## src/rtl/hsLinePkg.sv

```systemverilog
package hsLinePkg;
  localparam int NUM_LINES = 2;
  localparam int CTRL_W = 8;
  localparam int MODE_W = 3;
  localparam int LINE_A = 0;
  localparam int LINE_B = 1;
  localparam int FIELD_LSB_A = 1;
  localparam int FIELD_LSB_B = 5;

  typedef logic [MODE_W-1:0] modeT;
  localparam modeT MODE_HS    = 3'b100;
  localparam modeT MODE_PULSE = 3'b101;
  localparam modeT MODE_LOW   = 3'b110;
  localparam modeT MODE_HIGH  = 3'b111;

  typedef struct packed {
    logic setEv;
    logic clrEv;
    logic pulseEv;
  } lineStrobeT;
endpackage

```

## src/rtl/hsCtrl.sv

```systemverilog
module hsCtrl
  import hsLinePkg::*;
(
  input  logic [CTRL_W-1:0]                 ctrlReg,
  input  logic                              ca1Edge,
  input  logic                              cb1Edge,
  input  logic                              portASel,
  input  logic                              portBSel,
  input  logic                              portWrite,
  output modeT       [NUM_LINES-1:0]        lineMode,
  output lineStrobeT [NUM_LINES-1:0]        strobe
);
  logic [NUM_LINES-1:0] raiseSrc;
  logic [NUM_LINES-1:0] accessSrc;
  logic unusedEdgeSel;

  assign unusedEdgeSel = ^{ctrlReg[0], ctrlReg[4]};

  assign raiseSrc[LINE_A]  = ca1Edge;
  assign raiseSrc[LINE_B]  = cb1Edge;
  assign accessSrc[LINE_A] = portASel;
  assign accessSrc[LINE_B] = portBSel & portWrite;

  for (genvar i = 0; i < NUM_LINES; i++) begin : gLine
    localparam int FLSB = (i == LINE_A) ? FIELD_LSB_A : FIELD_LSB_B;
    assign lineMode[i] = ctrlReg[FLSB +: MODE_W];
    always_comb begin
      strobe[i].setEv   = raiseSrc[i]  && (lineMode[i] == MODE_HS);
      strobe[i].clrEv   = accessSrc[i] && (lineMode[i] == MODE_HS);
      strobe[i].pulseEv = accessSrc[i] && (lineMode[i] == MODE_PULSE);
    end
  end
endmodule

```

## src/rtl/hsDatapath.sv

```systemverilog
module hsDatapath
  import hsLinePkg::*;
(
  input  logic                              clk,
  input  logic                              rstN,
  input  modeT       [NUM_LINES-1:0]        lineMode,
  input  lineStrobeT [NUM_LINES-1:0]        strobe,
  output logic       [NUM_LINES-1:0]        lineOut
);
  for (genvar i = 0; i < NUM_LINES; i++) begin : gLine
    logic notReady;
    logic pulseLow;

    always_ff @(posedge clk) begin
      if (!rstN) begin
        notReady <= 1'b1;
        pulseLow <= 1'b0;
      end else begin
        if (strobe[i].setEv)      notReady <= 1'b1;
        else if (strobe[i].clrEv) notReady <= 1'b0;
        pulseLow <= strobe[i].pulseEv;
      end
    end

    always_comb begin
      case (lineMode[i])
        MODE_HS:    lineOut[i] = notReady;
        MODE_PULSE: lineOut[i] = ~pulseLow;
        MODE_LOW:   lineOut[i] = 1'b0;
        default:    lineOut[i] = 1'b1;
      endcase
    end
  end
endmodule

```

## src/rtl/hsLineGen.sv

```systemverilog
module hsLineGen
  import hsLinePkg::*;
(
  input  logic              clk,
  input  logic              rstN,
  input  logic [7:0]        ctrlReg,
  input  logic              ca1Edge,
  input  logic              cb1Edge,
  input  logic              portASel,
  input  logic              portBSel,
  input  logic              portWrite,
  output logic              ca2Out,
  output logic              cb2Out
);
  modeT       [NUM_LINES-1:0] lineMode;
  lineStrobeT [NUM_LINES-1:0] strobe;
  logic       [NUM_LINES-1:0] lineOut;

  hsCtrl uCtrl (
    .ctrlReg   (ctrlReg),
    .ca1Edge   (ca1Edge),
    .cb1Edge   (cb1Edge),
    .portASel  (portASel),
    .portBSel  (portBSel),
    .portWrite (portWrite),
    .lineMode  (lineMode),
    .strobe    (strobe)
  );

  hsDatapath uData (
    .clk      (clk),
    .rstN     (rstN),
    .lineMode (lineMode),
    .strobe   (strobe),
    .lineOut  (lineOut)
  );

  assign ca2Out = lineOut[LINE_A];
  assign cb2Out = lineOut[LINE_B];
endmodule

```

## config.mk

```make
export PLATFORM = sky130hd
export DESIGN_NAME = hsLineGen
export DESIGN_NICKNAME = d
export VERILOG_FILES = /design/src/rtl/hsLinePkg.sv /design/src/rtl/hsCtrl.sv /design/src/rtl/hsDatapath.sv /design/src/rtl/hsLineGen.sv
export SDC_FILE = /design/constraint.sdc
export NUM_CORES = 1
export LEC_CHECK = 0
export CAP_MARGIN = 20
export CORE_AREA = 2 2 39 41
export CTS_CLUSTER_SIZE = 28
export DETAILED_ROUTE_END_ITERATION = 8
export DIE_AREA = 0 0 41 43
export GPL_TIMING_DRIVEN = 0
export PLACE_DENSITY = 0.54
export SLEW_MARGIN = 40
export SYNTH_ARGS = -nofsm -noshare
export SYNTH_HDL_FRONTEND = slang
export SYNTH_HIERARCHICAL = 1
export SYNTH_SLANG_ARGS = --single-unit
```

## constraint.sdc

```tcl
create_clock -name clk -period 0.8 [get_ports clk]
set_input_delay 0.16 -clock clk [delete_from_list [all_inputs] [get_ports clk]]
set_output_delay 0.16 -clock clk [all_outputs]
set_load 0.05 [all_outputs]
```

==> results.toml <==
[run_status]
status = "finished with violations"
violations = "negative setup slack"

[synthesis]
synth_fa_ha_area_frac = 0
synth_top_family_by_area = "simple AND/OR/NAND/NOR gates"
avgSynthCellArea_um2 = 9.03
synthMuxAreaShare = 0
synth_fp_nets = 47
synth_compound_area_frac = 0.0433
synth-xor-area-share = 0
yosysWarnings = 6
async_reset_ff_frac = 0
ys_seq_area_frac = 0.277
syn_inst = 32
yosysUniqueCellTypes = 14
synthesis.area_um2 = 289
synth_seq_cells = 4
synthSimpleGateAreaFrac = 0.498
synth-main-ff-cell = "dfxtp_1"
synth_edf_count = 0

[route]
firstDrtPassIters = 3
dr.max_layer_used = "met3"
routedWlPerCell_um = 9.23
drt-met1-wl_um = 277
drtIter0Drc = 2
drt_drc_violations_left = 0
dr_wl_met3_um = 19
dr_total_vias = 271
ant_nets = 0
routed-wl-met2_um = 302
wl_um = 600
via_per_inst = 4.17

[layout]
syn_to_final_growth_pct = 79.2
final_area_um2 = 518
layout.nets = 66
final-instance-count-excl-fill = 65
diodes = 0
fin_util = 0.374
drive_gt1_frac = 0.551
fillers = 147

[clocking]
root_buffer = "clkbuf_4"
cts_sinks = 4
ctsHoldBuffers = 0
postCtsSetupRepairBufs = 0
cts-buffers-inserted = 3
cts_tree = "built"
h-tree-depth = 1
clock_latency_ns = 0.23
cts_buffer_depth = 2
clk_pin_slew_ns = 0.04

[floorplan]
pin_count = 17
die_h_um = 43
core-area_um2 = 1380
fp-row-count = 14
initial_core_util = 0.209
fp.dieW_um = 41
dieArea_um2 = 1760

[global_route]
antenna_found_initial = 0
groute.usage.overall = 0.0814
grt_overflow_total = 0
grt_pass1_vias = 245
grt_pass1_wl_um = 945
grt_max_degree = 5

[job]
maxCapViolations = 0

[sta]
hold_viol = 0
setup_viol = 2
rsz0062_at_grt = "true"
setup_slack_ns = -0.381
fin_crit_sh = 1.48
period_needed_ns = 1.18
slew_viol_final = 0
tightest_slew_ns = 0.165
final.setup_skew_ns = 0
max_freq_mhz = 847
slew_headroom = 0.890

[power_and_ir_drop]
combinationalPowerShare = 0.263
vdd_ir_drop_max_v = 0.000531
clkPwrFrac = 0.401
p_total_mw = 0.617
power_density_nw_per_um2 = 1190
p_switching_mw = 0.150
total_leakage_power_nw = 0.234
pwr-share-seq = 0.337
switching_share = 0.243
internal-power_mw = 0.467

[hold_path]
hold_path_class = "in2reg"
min_from = "ctrlReg[5]"

[placement]
dpl-instance-area_um2 = 494
place.gp.congestion = 0.674
port_buffers = 14
hpwl_um = 492
dp.cells = 62

[worst_setup_path]
path_class = "reg2out"
critPathLaunch = "uData/gLine[0].pulseLow$_SDFF_PN0_"
crit_path_end_kind = "output pin"
rrSetupSlack_ns = 0.21
cp_max_fo = 1
crit_arrival_ns = 1.02
r2r-start = "uData/gLine[0].notReady$_SDFFE_PP1P_"
crit_required_ns = 0.64
startpoint_type = "register"
==> cells in the final DEF, fill, tap and decap left out, drive strengths merged <==
master and count:
nand3b 2, nor3 2, dfxtp 4, dlymetal6s2s 1, and4bb 2, clkbuf 5, dlygate4sd2 3, nand3 1
a31oi 2, inv 2, clkdlybuf4s50 2, buf 10, and2 2, nand2b 4, clkdlybuf4s15 2, nand2 1
and4b 3, nor3b 1
==> worst max-delay path, cell delays in order (launching register included) <==
cell     delay (ns)
dfxtp_1        0.28
and4b_1        0.19
a31oi_4        0.14
buf_6          0.17
==> power groups by stage <==
stage          sequential, mW  combinational (mW)  clock, mW
3_3_place_gp            0.210               0.172          0
4_1_cts                 0.208               0.169      0.261
3_5_place_dp            0.210               0.173          0
2_1_floorplan           0.209              0.0880          0
5_1_grt                 0.208               0.176      0.266
6_report                0.208               0.162      0.247
==> synth_stat cells, types with 2 or more instances <==
master    number  area [µm²]
and4bb_2       2        25.0
and2_1         2        12.5
and4b_1        3        30.0
a31oi_1        2        12.5
nor3_1         2        10.0
nand2b_2       2        17.5
inv_1          2        7.51
dfxtp_1        4        80.1
nand2b_1       2        12.5
buf_4          6        45.0
nand3b_1       2        15.0
==> state kept, by name (all words and copies together) (netlist names) <==
register / flops
uData/gLine.pulseLow: 2
uData/gLine.notReady: 2
==> per-stage QoR <==
stage	setup slack, ns	hold slack [ns]	TNS, ns
4_1_cts	-0.410	0.379	-0.799
6_report	-0.381	0.300	-0.760
2_1_floorplan	-0.187	0.243	-0.373
3_3_place_gp	-1.35	0.499	-4.21
3_5_place_dp	-1.35	0.500	-4.20
5_1_grt	-0.425	0.349	-0.849
==> timing repair <==
item,CTS,global route
endpoints found under the setup margin,6,4
pin swaps,4,1
resized for setup,34,7
gates cloned,0,0
==> path summary, 6_finish.rpt <==
path                                                        endpoint  cells past startpoint
worst max-delay path                                          ca2Out                      3
worst min-delay path            uData/gLine[1].notReady$_SDFFE_PP1P_                      3
worst max register to register  uData/gLine[0].notReady$_SDFFE_PP1P_                      2
worst min register to register  uData/gLine[1].notReady$_SDFFE_PP1P_                      2
==> metal layers <==
layer  vias up  global-route usage
met5         -                   0
met4         0              0.0600
met3         0              0.0314
met2         3               0.106
met1       122               0.103
li1        146                   -
==> logic make-up (layout without fill, tap and decap cells) <==
kind of cell,after synthesis,count (layout)
flops,4,4
buf+inv,8,25
simple gates,18,18
compound gates,2,2
==> final cells by class <==
type                       instances  area, µm²  area share
buffer                             6       60.1       0.116
clock buffer                       3       22.5      0.0435
inverter                           2       7.51      0.0145
multi-input combinational         20        204       0.394
sequential                         4       80.1       0.155
tap                               16       20.0      0.0386
timing repair buffer              14        124       0.239
Power figures use the tool's default switching activity.
